<file path="src/rtl/mreg_pkg.sv">
package mreg_pkg;
  typedef enum logic [1:0] {
    LD_BUS  = 2'd0,
    LD_DIN  = 2'd1,
    LD_COPY = 2'd2,
    LD_CLR  = 2'd3
  } ld_src_e;

  typedef enum logic [2:0] {
    S_IDLE,
    S_ACQ,
    S_HOLD,
    S_GAP,
    S_SUSP,
    S_BREQ,
    S_DRIVE
  } seq_st_e;

  function automatic int max3(input int a, input int b, input int c);
    int m;
    m = (a > b) ? a : b;
    return (m > c) ? m : c;
  endfunction
endpackage

</file>
<file path="src/rtl/mreg_sync2.sv">
module mreg_sync2 #(
  parameter int W = 2
) (
  input  logic         clk,
  input  logic         rst,
  input  logic [W-1:0] d,
  output logic [W-1:0] q
);
  logic [W-1:0] stage1;

  always_ff @(posedge clk) begin
    if (rst) begin
      stage1 <= '0;
      q      <= '0;
    end else begin
      stage1 <= d;
      q      <= stage1;
    end
  end
endmodule

</file>
<file path="src/rtl/mreg_bank.sv">
module mreg_bank
  import mreg_pkg::*;
#(
  parameter int          DW          = 16,
  parameter int          NREG        = 8,
  parameter logic [NREG-1:0] ACTIVE_MASK = 8'h7F,
  localparam int         AW          = $clog2(NREG)
) (
  input  logic          clk,
  input  logic          rst,
  input  logic          we,
  input  logic [AW-1:0] addr,
  input  logic [1:0]    sel,
  input  logic [DW-1:0] bus_word,
  input  logic [DW-1:0] din,
  input  logic [AW-1:0] rd_addr,
  output logic [DW-1:0] rd_data,
  input  logic [AW-1:0] bc_addr,
  output logic [DW-1:0] bc_word
);
  logic [DW-1:0]   regs [NREG];
  logic [NREG-1:0] wr_en;
  logic [DW-1:0]   wdata;

  // address decoder, gated by the active channel map
  for (genvar i = 0; i < NREG; i++) begin : g_dec
    assign wr_en[i] = we && (addr == AW'(i)) && ACTIVE_MASK[i];
  end

  // load source multiplexer
  always_comb begin
    case (ld_src_e'(sel))
      LD_BUS:  wdata = bus_word;
      LD_DIN:  wdata = din;
      LD_COPY: wdata = regs[rd_addr];
      default: wdata = '0;
    endcase
  end

  always_ff @(posedge clk) begin
    if (rst) begin
      for (int i = 0; i < NREG; i++) regs[i] <= '0;
      rd_data <= '0;
    end else begin
      for (int i = 0; i < NREG; i++)
        if (wr_en[i]) regs[i] <= wdata;
      rd_data <= regs[rd_addr];
    end
  end

  assign bc_word = regs[bc_addr];

  // never more than one register enabled
  p_onehot_wr_r2: assert property (@(posedge clk) disable iff (rst)
    $onehot0(wr_en));

  // registers outside the active map never change
  for (genvar i = 0; i < NREG; i++) begin : g_chk
    if (!ACTIVE_MASK[i]) begin : g_inactive
      p_inactive_hold_r4: assert property (@(posedge clk) disable iff (rst)
        $stable(regs[i]));
    end
  end
endmodule

</file>
<file path="src/rtl/mreg_seq.sv">
module mreg_seq
  import mreg_pkg::*;
#(
  parameter int DW      = 16,
  parameter int AW      = 3,
  parameter int ACQ_CYC = 4,
  parameter int GAP_CYC = 3,
  parameter int BC_CYC  = 6,
  parameter int CH_A    = 0,
  parameter int CH_B    = 1,
  parameter int OUT_CH  = 1,
  localparam int CW     = $clog2(max3(ACQ_CYC, GAP_CYC, BC_CYC) + 1)
) (
  input  logic          clk,
  input  logic          rst,
  input  logic          start,
  input  logic          stop,
  input  logic          valid_s,
  input  logic          ack_s,
  input  logic [DW-1:0] bc_word,
  output logic          seq_we,
  output logic [AW-1:0] seq_addr,
  output logic [AW-1:0] bc_addr,
  output logic          acq_req,
  output logic [AW-1:0] acq_ch,
  output logic          rts,
  output logic          bc_req,
  output logic [AW-1:0] out_ch,
  output logic          bus_oe,
  output logic          tx_led,
  output logic [DW-1:0] bus_out
);
  seq_st_e       state, nxt;
  logic [CW-1:0] cnt, cnt_nxt;
  logic          round, round_nxt;
  logic          after_bc, after_bc_nxt;
  logic          valid_q;
  logic          valid_rise;

  assign valid_rise = valid_s && !valid_q;
  assign seq_addr   = round ? AW'(CH_B) : AW'(CH_A);
  assign bc_addr    = seq_addr;
  assign seq_we     = (state == S_ACQ) && valid_rise;

  always_comb begin
    nxt          = state;
    cnt_nxt      = cnt;
    round_nxt    = round;
    after_bc_nxt = after_bc;
    if (cnt != '0) cnt_nxt = cnt - 1'b1;
    case (state)
      S_IDLE: if (start) begin
        nxt       = S_ACQ;
        round_nxt = 1'b0;
      end
      S_ACQ: if (valid_rise) begin
        nxt     = S_HOLD;
        cnt_nxt = CW'(ACQ_CYC - 1);
      end
      S_HOLD: if (cnt == '0) begin
        nxt          = S_GAP;
        cnt_nxt      = CW'(GAP_CYC - 1);
        after_bc_nxt = 1'b0;
      end
      S_GAP: if (cnt == '0) begin
        if (after_bc) begin
          nxt       = S_ACQ;
          round_nxt = 1'b1;
        end else begin
          nxt = S_SUSP;
        end
      end
      S_SUSP: if (ack_s) nxt = S_BREQ;
      S_BREQ: if (!ack_s) begin
        nxt     = S_DRIVE;
        cnt_nxt = CW'(BC_CYC - 1);
      end
      S_DRIVE: if (!round && cnt == '0) begin
        nxt          = S_GAP;
        cnt_nxt      = CW'(GAP_CYC - 1);
        after_bc_nxt = 1'b1;
      end
      default: nxt = S_IDLE;
    endcase
    if (stop && state != S_IDLE) nxt = S_IDLE;
  end

  always_ff @(posedge clk) begin
    if (rst) begin
      state    <= S_IDLE;
      cnt      <= '0;
      round    <= 1'b0;
      after_bc <= 1'b0;
      valid_q  <= 1'b0;
      acq_req  <= 1'b0;
      acq_ch   <= '0;
      rts      <= 1'b0;
      bc_req   <= 1'b0;
      out_ch   <= '0;
      bus_oe   <= 1'b0;
      tx_led   <= 1'b0;
      bus_out  <= '0;
    end else begin
      state    <= nxt;
      cnt      <= cnt_nxt;
      round    <= round_nxt;
      after_bc <= after_bc_nxt;
      valid_q  <= valid_s;
      acq_req  <= (nxt == S_ACQ) || (nxt == S_HOLD);
      acq_ch   <= ((nxt == S_ACQ) || (nxt == S_HOLD))
                  ? (round_nxt ? AW'(CH_B) : AW'(CH_A)) : '0;
      rts      <= (nxt == S_SUSP) || (nxt == S_BREQ) || (nxt == S_DRIVE);
      bc_req   <= (nxt == S_BREQ) || (nxt == S_DRIVE);
      out_ch   <= ((nxt == S_BREQ) || (nxt == S_DRIVE)) ? AW'(OUT_CH) : '0;
      bus_oe   <= (nxt == S_DRIVE);
      tx_led   <= (nxt == S_DRIVE);
      bus_out  <= (nxt == S_DRIVE) ? bc_word : '0;
    end
  end

  // send request only rises while suspension is already raised
  p_rts_first_r6: assert property (@(posedge clk) disable iff (rst)
    $rose(bc_req) |-> $past(rts));

  // bus driven only after the acknowledge returned low
  p_drive_after_ack_r7: assert property (@(posedge clk) disable iff (rst)
    $rose(bus_oe) |-> !$past(ack_s));

  // no acquisition while the bus is driven
  p_acq_off_bus_r7: assert property (@(posedge clk) disable iff (rst)
    acq_req |-> !bus_oe);

  // gaps are quiet on the handshake wires
  p_gap_quiet_r8: assert property (@(posedge clk) disable iff (rst)
    (state == S_GAP) |-> (!acq_req && !rts));
endmodule

</file>
<file path="src/rtl/mreg_seq_top.sv">
module mreg_seq_top
  import mreg_pkg::*;
#(
  parameter int          DW          = 16,
  parameter int          NREG        = 8,
  parameter logic [NREG-1:0] ACTIVE_MASK = 8'h7F,
  parameter int          ACQ_CYC     = 4,
  parameter int          GAP_CYC     = 3,
  parameter int          BC_CYC      = 6,
  parameter int          CH_A        = 0,
  parameter int          CH_B        = 1,
  parameter int          OUT_CH      = 1,
  localparam int         AW          = $clog2(NREG)
) (
  input  logic          clk,
  input  logic          rst,
  input  logic          start,
  input  logic          stop,
  input  logic          s_valid,
  input  logic          s_ack,
  input  logic [DW-1:0] bus_in,
  output logic          acq_req,
  output logic [AW-1:0] acq_ch,
  output logic          rts,
  output logic          bc_req,
  output logic [AW-1:0] out_ch,
  output logic          bus_oe,
  output logic [DW-1:0] bus_out,
  output logic          tx_led,
  input  logic          ext_we,
  input  logic [AW-1:0] ext_addr,
  input  logic [1:0]    ext_sel,
  input  logic [DW-1:0] ext_din,
  input  logic [AW-1:0] rd_addr,
  output logic [DW-1:0] rd_data
);
  logic [1:0]    hs_sync;
  logic          seq_we;
  logic [AW-1:0] seq_addr, bc_addr;
  logic [DW-1:0] bc_word;
  logic          bank_we;
  logic [AW-1:0] bank_addr;
  logic [1:0]    bank_sel;

  mreg_sync2 #(.W(2)) u_sync (
    .clk (clk),
    .rst (rst),
    .d   ({s_ack, s_valid}),
    .q   (hs_sync)
  );

  // sequencer store has priority over the external port
  assign bank_we   = seq_we || ext_we;
  assign bank_addr = seq_we ? seq_addr : ext_addr;
  assign bank_sel  = seq_we ? 2'(LD_BUS) : ext_sel;

  mreg_bank #(
    .DW          (DW),
    .NREG        (NREG),
    .ACTIVE_MASK (ACTIVE_MASK)
  ) u_bank (
    .clk      (clk),
    .rst      (rst),
    .we       (bank_we),
    .addr     (bank_addr),
    .sel      (bank_sel),
    .bus_word (bus_in),
    .din      (ext_din),
    .rd_addr  (rd_addr),
    .rd_data  (rd_data),
    .bc_addr  (bc_addr),
    .bc_word  (bc_word)
  );

  mreg_seq #(
    .DW      (DW),
    .AW      (AW),
    .ACQ_CYC (ACQ_CYC),
    .GAP_CYC (GAP_CYC),
    .BC_CYC  (BC_CYC),
    .CH_A    (CH_A),
    .CH_B    (CH_B),
    .OUT_CH  (OUT_CH)
  ) u_seq (
    .clk      (clk),
    .rst      (rst),
    .start    (start),
    .stop     (stop),
    .valid_s  (hs_sync[0]),
    .ack_s    (hs_sync[1]),
    .bc_word  (bc_word),
    .seq_we   (seq_we),
    .seq_addr (seq_addr),
    .bc_addr  (bc_addr),
    .acq_req  (acq_req),
    .acq_ch   (acq_ch),
    .rts      (rts),
    .bc_req   (bc_req),
    .out_ch   (out_ch),
    .bus_oe   (bus_oe),
    .tx_led   (tx_led),
    .bus_out  (bus_out)
  );

  // an acquired store never coincides with an external-port address win
  p_seq_wins_r9: assert property (@(posedge clk) disable iff (rst)
    (seq_we && ext_we) |-> (bank_sel == 2'(LD_BUS)));
endmodule

</file>
<file path="config.mk">
export PLATFORM = sky130hd
export DESIGN_NAME = mreg_seq_top
export DESIGN_NICKNAME = d
export VERILOG_FILES = /design/src/rtl/mreg_pkg.sv /design/src/rtl/mreg_sync2.sv /design/src/rtl/mreg_bank.sv /design/src/rtl/mreg_seq.sv /design/src/rtl/mreg_seq_top.sv
export SDC_FILE = /design/constraint.sdc
export NUM_CORES = 1
export LEC_CHECK = 0
export BUFFER_PORTS_ARGS = -buffer_cell sky130_fd_sc_hd__buf_2
export CELL_PAD_IN_SITES_DETAIL_PLACEMENT = 0
export CELL_PAD_IN_SITES_GLOBAL_PLACEMENT = 1
export CORE_MARGIN = 10
export CORE_UTILIZATION = 25
export DETAILED_ROUTE_END_ITERATION = 8
export GPL_ROUTABILITY_DRIVEN = 0
export PLACE_DENSITY_LB_ADDON = 0.1
export SETUP_SLACK_MARGIN = 0.2
export SYNTH_ARGS = -nofsm -noshare
export SYNTH_HDL_FRONTEND = slang
export SYNTH_SLANG_ARGS = --single-unit
</file>
<file path="constraint.sdc">
create_clock -name clk -period 2.95 [get_ports clk]
set_clock_uncertainty 0.1 [all_clocks]
set_input_delay 0.295 -clock clk [delete_from_list [all_inputs] [get_ports clk]]
set_output_delay 0.295 -clock clk [all_outputs]
set_load 0.03 [all_outputs]
</file>
==> flow_summary.toml <==
[run_status]
status = "finished, final reports clean"

[finish]
final_area_sq_um = 9123
drive_above_1_share_pct = 25.43
register_area_sq_um = 4364
synthToLayoutAreaGrowth_pct = 20.73
stdcell_count = 1141
final_nets = 788
diodes = 0
fillerInstances = 3025
multi_input_area_sq_um = 2904

[synth]
synth_fa_ha_area_share_pct = 0.4968
yosys_most_used_dff = "edfxtp_1"
ys_seq_area_share_pct = 57.76
syn_inst = 645
synth_compound_area_share_pct = 8.727
ys_ff_latch = 162
synthArstFlopShare_pct = 0
synthTopCellsByArea = "edfxtp_1, dfxtp_1, mux2i_1"
yosys-top-cells-count = "nor2_1, edfxtp_1, mux2i_1"
synthXorXnorAreaFrac_pct = 0
yosys_warnings = 0
yosysTopAreaCellShare_pct = 44.51
synth_cell_types = 53
synthSimpleGateAreaFrac_pct = 15.62
synth_area_leader_cell = "edfxtp_1"
synth-edff-count = 112
synth.cell_area_sq_um = 7556
synth_top_family_by_area = "simple AND/OR/NAND/NOR gates"
muxShareOfSynthArea_pct = 13.38
syn_area_per_cell_sq_um = 11.71
synth.most_common_cell = "nor2_1"

[worst_setup_path]
worst-path-buf-inv = 1
critical-path-top-delay-family = "simple AND/OR/NAND/NOR gates"
slowest_stage = "or4_4"
slowest_delay_ns = 0.70
worstSetupEndpointType = "flop"
cp_data_required_time_ns = 3.18
start_kind = "flop"
path_class = "flop to flop"
worstPathCellList = "inv_1 -> ha_1 -> nor4bb_1 -> a21oi_1 -> o2bb2ai_1 -> or4_4 -> nor3_1"
worstPathMaxFanout = 20
critPathArrivalTime_ns = 2.75

[sta]
fin_hold_ws_ns = 0.02297
min_period_ns = 2.526
setup_viol = 0
slew_viol_final = 0
slew_headroom_pct = 36.39
max_freq_mhz = 395.8
period_share_pct = 85.63
hold_viol = 0
tns_ns = 0
worst_pin_slew_ns = 0.9542
rsz0062_at_grt = "false"

[cts]
cts_tree = "done"
cts_root_buf = "clkbuf_16"
cts.sinks = 162
cts_buffers = 17
clk-insertion-delay-late_ns = 0.44
cts_htree_levels = 4
post_cts_buffers = 0
clockBufferDepth = 2
path_clk_slew_ns = 0.07

[die]
fp.dieW_um = 193.9
dieArea_sq_um = 37580
die_h_um = 193.9
start_util_pct = 25.43
pin_count = 90
rows = 63
core-area_sq_um = 29720

[route]
drtIter0Drc = 339
drc = 0
via_per_inst = 4.599
vias = 5247
dr.pass1.iters = 5
drtAntennaViolNets = 0
finalWirelength_mm = 24.11
wire_per_inst_um = 21.13

[flow_run]
maxCapViolations = 0

[placement]
dp.cells = 1107
postPlaceCellArea_sq_um = 8498
dp_hpwl_mm = 16.60
numPortBuffers = 85

[global_routing]
grt_pass1_wl_mm = 36.60
grt_pass1_vias = 5468
gr-usage-all-layers_pct = 12.79
antenna_found_initial = 0
grt_max_degree = 49
gr-total-overflow = 0

[pwr]
power.density_nw_per_um2 = 623.8
peakVddDrop_mv = 0.3818
p_leak_nw = 3.459

[hold_path]
min_path_type = "input pin to flop"
==> registers in the layout, summed over array words and instances, names as in the netlist <==
name / flops
u_seq.state: 3
u_seq.rts: 1
u_seq.cnt: 3
u_sync.stage1: 2
u_seq.bus_out: 16
u_seq.acq_req: 1
u_bank.regs: 112
u_seq.acq_ch: 1
u_sync.q: 2
u_bank.rd_data: 16
u_seq.bus_oe: 1
u_seq.valid_q: 1
u_seq.after_bc: 1
u_seq.round: 1
u_seq.out_ch: 1
==> what timing repair did <==
item | CTS | global route
resized for setup | 0 | 2
hold buffers | 2 | 0
endpoints found under the setup margin | 0 | 14
endpoints found under the hold margin | 2 | 0
==> per-stage QoR <==
stage / worst slack (ns) / utilization (%) / total power [mW]
after floorplan: 0.7892 / - / 3.138
after global placement: 0.3036 / 28.60 / 3.415
after detailed placement: 0.3104 / 28.60 / 3.414
after CTS: 0.2614 / 30.69 / 5.760
after global routing: 0.2085 / 30.70 / 5.936
final: 0.4238 / 30.70 / 5.691
==> power by group <==
part | switching (mW) | leakage (nW) | internal [mW]
clock network | 0.986 | 0.297 | 1.34
logic | 0.481 | 1.59 | 0.284
registers | 0.0483 | 1.57 | 2.55
total | 1.51 | 3.46 | 4.18
==> per-layer routing <==
metal  track usage, %  share of wire (%)  wire, um
met1            17.01                 47     11410
met2            20.72                 48     11540
met3            2.369                3.8       922
met4            3.691               0.97       235
met5                0                  0         0
==> path summary, 6_finish.rpt <==
check / startpoint / end / slack (ns) / cells after the start
min: stop / u_seq.state[1]$_SDFF_PP0_ / 0.02 / 2
min reg2reg: u_sync.stage1[1]$_SDFF_PP0_ / u_sync.q[1]$_SDFF_PP0_ / 0.34 / 1
max: u_seq.cnt[1]$_SDFF_PP0_ / u_seq.bus_out[2]$_SDFF_PP0_ / 0.42 / 7
max reg2reg: u_seq.cnt[1]$_SDFF_PP0_ / u_seq.bus_out[2]$_SDFF_PP0_ / 0.42 / 7
==> cell families after synthesis <==
kind of cell / after synthesis
AND/OR/NAND/NOR: 253
AO/OA/AOI/OAI: 87
flip-flops: 162
other: 1
buffers and inverters: 58
adder cells (fa/ha/maj): 3
multiplexers: 81
==> layout by cell type, fill, tap and decap left out, types with 5 or more instances in the layout <==
cell       instances
nor2b_1           11
o21ai_0            8
buf_2             85
nand2_1           10
a211oi_1           7
inv_1              5
dfxtp_1           50
mux4_2            16
mux2i_1           65
edfxtp_1         112
a211oi_2          11
nand2b_1          33
o211ai_1          18
a21oi_1           22
clkbuf_16         17
nor3_1            20
nor2_1           156
buf_4             34
==> area by class of cell <==
type | count | area share, %
Clock buffer | 17 | 4.663
Multi-Input combinational cell | 428 | 31.83
Tap cell | 390 | 5.349
Timing Repair Buffer | 123 | 8.120
Inverter | 6 | 0.2469
Clock inverter | 15 | 1.948
Sequential cell | 162 | 47.84
No activity file was read; power rests on OpenSTA's default activity.
